$ cat config.mk
export PLATFORM = sky130hd
export DESIGN_NAME = fault_supervisor
export DESIGN_NICKNAME = d
export VERILOG_FILES = /design/src/rtl/fsup_pkg.sv /design/src/rtl/fsup_blank.sv /design/src/rtl/fsup_thermal.sv /design/src/rtl/fsup_ctrl.sv /design/src/rtl/fault_supervisor.sv
export SDC_FILE = /design/constraint.sdc
export NUM_CORES = 1
export LEC_CHECK = 0
export ABC_AREA = 1
export BUFFER_PORTS_ARGS = -buffer_cell sky130_fd_sc_hd__buf_2
export CAP_MARGIN = 40
export CORE_ASPECT_RATIO = 1.25
export CORE_UTILIZATION = 58
export DETAILED_ROUTE_END_ITERATION = 10
export GPL_TIMING_DRIVEN = 0
export PLACE_DENSITY = 0.79
export SLEW_MARGIN = 40
export SYNTH_ARGS = -nofsm -noshare
export SYNTH_HDL_FRONTEND = slang
export SYNTH_SLANG_ARGS = --single-unit
$ cat constraint.sdc
create_clock -name clk -period 2.3 [get_ports clk]
set_clock_uncertainty 0.2 [all_clocks]
set_input_delay 0.46 -clock clk [delete_from_list [all_inputs] [get_ports clk]]
set_output_delay 0.46 -clock clk [all_outputs]
set_load 0.05 [all_outputs]
$ cat src/rtl/fsup_pkg.sv
`timescale 1ns/1ps
package fsup_pkg;

  typedef enum logic [2:0] {
    ST_LOCK, ST_START, ST_RUN, ST_THERM, ST_OC, ST_OVDIS, ST_HIZ, ST_UV
  } fsup_state_e;

  typedef struct packed {
    logic hs;
    logic ls;
    logic lat;
    logic pgi;
  } fsup_drive_t;

  function automatic fsup_drive_t drive_of(input fsup_state_e s);
    case (s)
      ST_START:            return fsup_drive_t'(4'b1000);
      ST_RUN:              return fsup_drive_t'(4'b1100);
      ST_OVDIS:            return fsup_drive_t'(4'b0111);
      ST_OC, ST_HIZ, ST_UV: return fsup_drive_t'(4'b0011);
      default:             return fsup_drive_t'(4'b0001);
    endcase
  endfunction

endpackage

$ cat src/rtl/fsup_blank.sv
`timescale 1ns/1ps
module fsup_blank #(
  parameter int unsigned LIMIT = 1000
) (
  input  logic clk,
  input  logic rst,
  input  logic clr,
  input  logic flag,
  output logic trip
);
  localparam int CW = $clog2(LIMIT + 1);
  localparam logic [CW-1:0] LIM_L = CW'(LIMIT);

  logic [CW-1:0] cnt_q;

  always_ff @(posedge clk) begin
    if (rst || clr || !flag) cnt_q <= '0;
    else if (cnt_q != LIM_L) cnt_q <= cnt_q + 1'b1;
  end

  assign trip = (cnt_q == LIM_L);

  // R4 (also R6): a trip is only possible right after a high flag sample
  blank_hold_chk: assert property (@(posedge clk) disable iff (rst || clr)
    trip |-> $past(flag));

endmodule

$ cat src/rtl/fsup_thermal.sv
`timescale 1ns/1ps
module fsup_thermal #(
  parameter int TW        = 8,
  parameter int unsigned TRIP = 200,
  parameter int unsigned HYST = 20
) (
  input  logic          clk,
  input  logic          rst,
  input  logic [TW-1:0] temp_i,
  output logic          hot_o
);
  localparam logic [TW-1:0] TRIP_L = TW'(TRIP);
  localparam logic [TW-1:0] CLR_L  = TW'(TRIP - HYST);

  always_ff @(posedge clk) begin
    if (rst) hot_o <= 1'b0;
    else if (temp_i >= TRIP_L) hot_o <= 1'b1;
    else if (temp_i <= CLR_L) hot_o <= 1'b0;
  end


  hot_set_chk: assert property (@(posedge clk) disable iff (rst)
    $rose(hot_o) |-> ($past(temp_i) >= TRIP_L));

  hot_clr_chk: assert property (@(posedge clk) disable iff (rst)
    $fell(hot_o) |-> ($past(temp_i) <= CLR_L));

endmodule

$ cat src/rtl/fsup_ctrl.sv
`timescale 1ns/1ps
module fsup_ctrl
  import fsup_pkg::*;
(
  input  logic clk,
  input  logic rst,
  input  logic lock_i,
  input  logic hot_i,
  input  logic oc_i,
  input  logic ov_trip_i,
  input  logic uv_trip_i,
  input  logic uv_i,
  input  logic ss_i,
  output logic run_o,
  output logic hs_en_o,
  output logic ls_en_o,
  output logic lat_o,
  output logic pg_inh_o
);
  fsup_state_e st_q, st_d;
  fsup_drive_t drv_d;

  always_comb begin
    st_d = st_q;
    if (lock_i) begin
      st_d = ST_LOCK;
    end else begin
      case (st_q)
        ST_LOCK, ST_START, ST_RUN: begin
          if (hot_i)                         st_d = ST_THERM;
          else if (oc_i)                     st_d = ST_OC;
          else if (st_q == ST_RUN && ov_trip_i) st_d = ST_OVDIS;
          else if (st_q == ST_RUN && uv_trip_i) st_d = ST_UV;
          else if (st_q == ST_LOCK)          st_d = ST_START;
          else if (st_q == ST_START && ss_i) st_d = ST_RUN;
        end
        ST_THERM: if (!hot_i) st_d = ST_START;
        ST_OVDIS: if (uv_i)   st_d = ST_HIZ;
        default:  st_d = st_q;
      endcase
    end
  end

  assign drv_d = drive_of(st_d);

  always_ff @(posedge clk) begin
    if (rst) begin
      st_q     <= ST_LOCK;
      hs_en_o  <= 1'b0;
      ls_en_o  <= 1'b0;
      lat_o    <= 1'b0;
      pg_inh_o <= 1'b1;
    end else begin
      st_q     <= st_d;
      hs_en_o  <= drv_d.hs;
      ls_en_o  <= drv_d.ls;
      lat_o    <= drv_d.lat;
      pg_inh_o <= drv_d.pgi;
    end
  end

  assign run_o = (st_q == ST_RUN);


  lock_off_chk: assert property (@(posedge clk) disable iff (rst)
    lock_i |=> (!hs_en_o && !ls_en_o && pg_inh_o && !lat_o));

  prebias_chk: assert property (@(posedge clk) disable iff (rst)
    (hs_en_o && !ls_en_o && !ss_i) |=> !ls_en_o);

  latch_hold_chk: assert property (@(posedge clk) disable iff (rst)
    (lat_o && !lock_i) |=> lat_o);

  discharge_chk: assert property (@(posedge clk) disable iff (rst)
    (lat_o && ls_en_o && !uv_i && !lock_i) |=> (ls_en_o && !hs_en_o));

endmodule

$ cat src/rtl/fault_supervisor.sv
`timescale 1ns/1ps
module fault_supervisor #(
  parameter int unsigned OV_BLANK_CYC = 17000,
  parameter int unsigned UV_BLANK_CYC = 65000,
  parameter int          TEMP_W       = 8,
  parameter int unsigned TEMP_TRIP    = 200,
  parameter int unsigned TEMP_HYST    = 20
) (
  input  logic              clk,
  input  logic              rst,
  input  logic              ov_flag,
  input  logic              uv_flag,
  input  logic              uvlo_vin,
  input  logic              uvlo_aux,
  input  logic [TEMP_W-1:0] temp_code,
  input  logic              oc_req,
  input  logic              ss_at_fb,
  output logic              hs_en,
  output logic              ls_en,
  output logic              fault_latched,
  output logic              pg_inhibit
);
  logic run, cnt_clr, ov_trip, uv_trip, hot, lock;

  assign lock    = uvlo_vin | uvlo_aux;
  assign cnt_clr = ~run;

  fsup_blank #(.LIMIT(OV_BLANK_CYC)) ov_blank_i (
    .clk(clk), .rst(rst), .clr(cnt_clr), .flag(ov_flag), .trip(ov_trip));

  fsup_blank #(.LIMIT(UV_BLANK_CYC)) uv_blank_i (
    .clk(clk), .rst(rst), .clr(cnt_clr), .flag(uv_flag), .trip(uv_trip));

  fsup_thermal #(.TW(TEMP_W), .TRIP(TEMP_TRIP), .HYST(TEMP_HYST)) therm_i (
    .clk(clk), .rst(rst), .temp_i(temp_code), .hot_o(hot));

  fsup_ctrl ctrl_i (
    .clk(clk), .rst(rst), .lock_i(lock), .hot_i(hot), .oc_i(oc_req),
    .ov_trip_i(ov_trip), .uv_trip_i(uv_trip), .uv_i(uv_flag), .ss_i(ss_at_fb),
    .run_o(run), .hs_en_o(hs_en), .ls_en_o(ls_en), .lat_o(fault_latched),
    .pg_inh_o(pg_inhibit));

endmodule

==> results_dict.tcl <==
set metrics [dict create \
    outcome "completed" \
    grt_pass1_wl_um 5660 \
    power_frac_comb 0.050 \
    fillCellCount 306 \
    cts_resized 0 \
    rows 23 \
    clock_sinks 39 \
    grt_pass1_vias 1451 \
    p_seq_frac 0.579 \
    avgViaCountPerCell 5.01 \
    syn_area_um2 1940 \
    drt_iter0_drc 18 \
    cts_buffers 5 \
    synth_area_leaders "dfxtp_1 40%, nand2_1 10%, inv_1 8.5%" \
    vias 1710 \
    fmax_mhz 527 \
    gr-total-overflow 0 \
    ys.flop_type "dfxtp_1" \
    grt_max_degree 12 \
    diodes 0 \
    avgSynthCellArea_um2 7.00 \
    setup_viol 0 \
    finish.utilization 0.676 \
    pwr-share-clk 0.371 \
    area_growth_pct 11.5 \
    tightest_slew_ps 294 \
    drive_gt1_frac 0.141 \
    endpoint_kind "flop" \
    antenna_found_initial 0 \
    firstDrtPassIters 6 \
    async_flop_share 0 \
    cp.required_ps 2290 \
    core_um2 3190 \
    relSlewSlack 0.803 \
    startpoint_type "flop" \
    peakVddDrop_mv 0.551 \
    max_cap_viol_count 0 \
    worst_slack_ps 402 \
    synth_edf_count 0 \
    fin_crit_sh 0.825 \
    die_width_um 53.7 \
    cp-startpoint "ov_blank_i.cnt_q[0]" \
    track_usage 0.218 \
    place_hpwl_um 2700 \
    swShare 0.225 \
    cp_max_fo 5 \
    netlist_top_cells_count "53 x nand2_1, 44 x inv_1, 39 x dfxtp_1" \
    ys_seq_elements 39 \
    start_util 0.607 \
    dp_cells 333 \
    fin_nets 323 \
    power.total_mw 1.18 \
    min_path_type "primary input to flop" \
    max-clock-path-buffers 2 \
    gp_congestion 0.868 \
    crit_type "flop to flop" \
    yosysTopAreaCellShare 0.403 \
    hold_viol 0 \
    finalCriticalPeriod_ps 1900 \
    ys_warn_count 0 \
    clk_latency_ps 290 \
    post_cts_buffers 0 \
    cts_tree "built" \
    route.detailed.drc 0 \
    multiInputGateArea_um2 977 \
    portBuffers 19 \
    p_sw_mw 0.265 \
    final_cells 341 \
    yosys.area.top_type "dfxtp_1" \
    cts_hold_buf 0 \
    dieArea_um2 3580 \
    synth_cells 277 \
    timing.rr.start "ov_blank_i.cnt_q[0]" \
    drt_wl_total_um 3530 \
    cellPowerDensity_nw_per_um2 546 \
    routedWlPerCell_um 10.4 \
    cp.arrival_ps 1890 \
    clockRootBuffer "clkbuf_8" \
    path_clk_slew_ps 70 \
    seq_area_um2 781 \
    ioPinCount 20 \
    synth_nets 297 \
    cts-htree-levels 2 \
    slew_violations 0 \
    ys_types 30 \
    rsz0062_at_grt "no" \
    hp-start "temp_code[7]" \
    synth.most_common_cell "nand2_1" \
    yosysSeqAreaShare 0.403 \
    internal_power_mw 0.914 \
    cellLeakagePower_nw 0.856 \
    die_height_um 66.6 \
    tns_ps 0 \
    pre_cts_ws_ps 316 \
    ant_nets 0 \
]
-- path summary, 6_finish.rpt --
kind	end	slack, ps	cells past startpoint
setup / recovery	ctrl_i.pg_inh_o	400	13
hold / removal	therm_i.hot_o	210	3
setup reg to reg	ctrl_i.pg_inh_o	400	13
hold reg to reg	uv_blank_i.cnt_q[13]	260	2
-- cells in the final DEF (no fill, tap or decap), types with 3 or more instances in the layout --
cell      netlist  final
buf_2           0     19
ha_1            4      4
dfxtp_1        39     39
clkbuf_8        0      5
nor3_1          9      9
nor2_1         35     35
inv_1          44     44
nand3_1        16     16
a31oi_1         3      3
nor2_2          4      4
nand2_1        53     53
a21oi_1        22     22
nand4_1         3      3
o21ai_0        17     17
-- power groups by stage --
| stage | clock [mW] | sequential [mW] | combinational (mW) |
|---|---|---|---|
| 6_report | 0.437 | 0.683 | 0.0590 |
| 5_1_grt | 0.478 | 0.683 | 0.0659 |
| 4_1_cts | 0.451 | 0.683 | 0.0591 |
| 3_5_place_dp | 0 | 0.698 | 0.0589 |
| 3_3_place_gp | 0 | 0.698 | 0.0584 |
| 2_1_floorplan | 0 | 0.707 | 0.0284 |
-- flip-flops by register name, summed over array words and instances, names as in the netlist --
| signal | flops |
|---|---|
| ctrl_i.hs_en_o | 1 |
| uv_blank_i.cnt_q | 16 |
| ctrl_i.pg_inh_o | 1 |
| therm_i.hot_o | 1 |
| ctrl_i.ls_en_o | 1 |
| ctrl_i.lat_o | 1 |
| ov_blank_i.cnt_q | 15 |
| ctrl_i.st_q | 3 |
-- stage by stage --
step | hold WS [ps] | cell area (um^2)
after floorplan | 228 | 1940
after detailed placement | 256 | 2080
after global placement | 241 | 2080
final | 208 | 2160
after global routing | 215 | 2160
after CTS | 199 | 2160
-- area by class of cell --
cell class / instances / area share
multi-input cells: 191 / 0.452
flip-flops and latches: 39 / 0.361
repair buffers: 19 / 0.0440
well taps: 37 / 0.0214
plain buffers: 1 / 0.00347
clock inverters: 1 / 0.00232
inverters: 46 / 0.0799
clock buffers: 7 / 0.0353
-- metal layers --
metal / vias up / share of wire / global-route usage
li1: 946 / - / -
met1: 742 / 0.47 / 0.240
met2: 15 / 0.49 / 0.373
met3: 7 / 0.022 / 0.0479
met4: 0 / 0.019 / 0.118
met5: - / 0 / 0
-- kinds of logic after synthesis --
| logic type | share of synthesized area |
|---|---|
| AOI/OAI and AO/OA | 0.143 |
| xor gates and xnor gates | 0.0136 |
| adders and majority gates | 0.0258 |
| buffers and inverters | 0.0930 |
| DFF | 0.403 |
| and+or+nand+nor | 0.321 |
-- critical path: stages (launching register included) --
cell and delay [ps]:
dfxtp_1 330, inv_1 100, ha_1 150, nand3_1 100
nor2_1 160, nand3_1 140, nand3_1 100, nand2_1 50
nand2_1 50, nand2_1 50, nand2_1 150, nand3_1 90
nor2_1 90, nor2_1 40
Power figures use the tool's default switching activity.
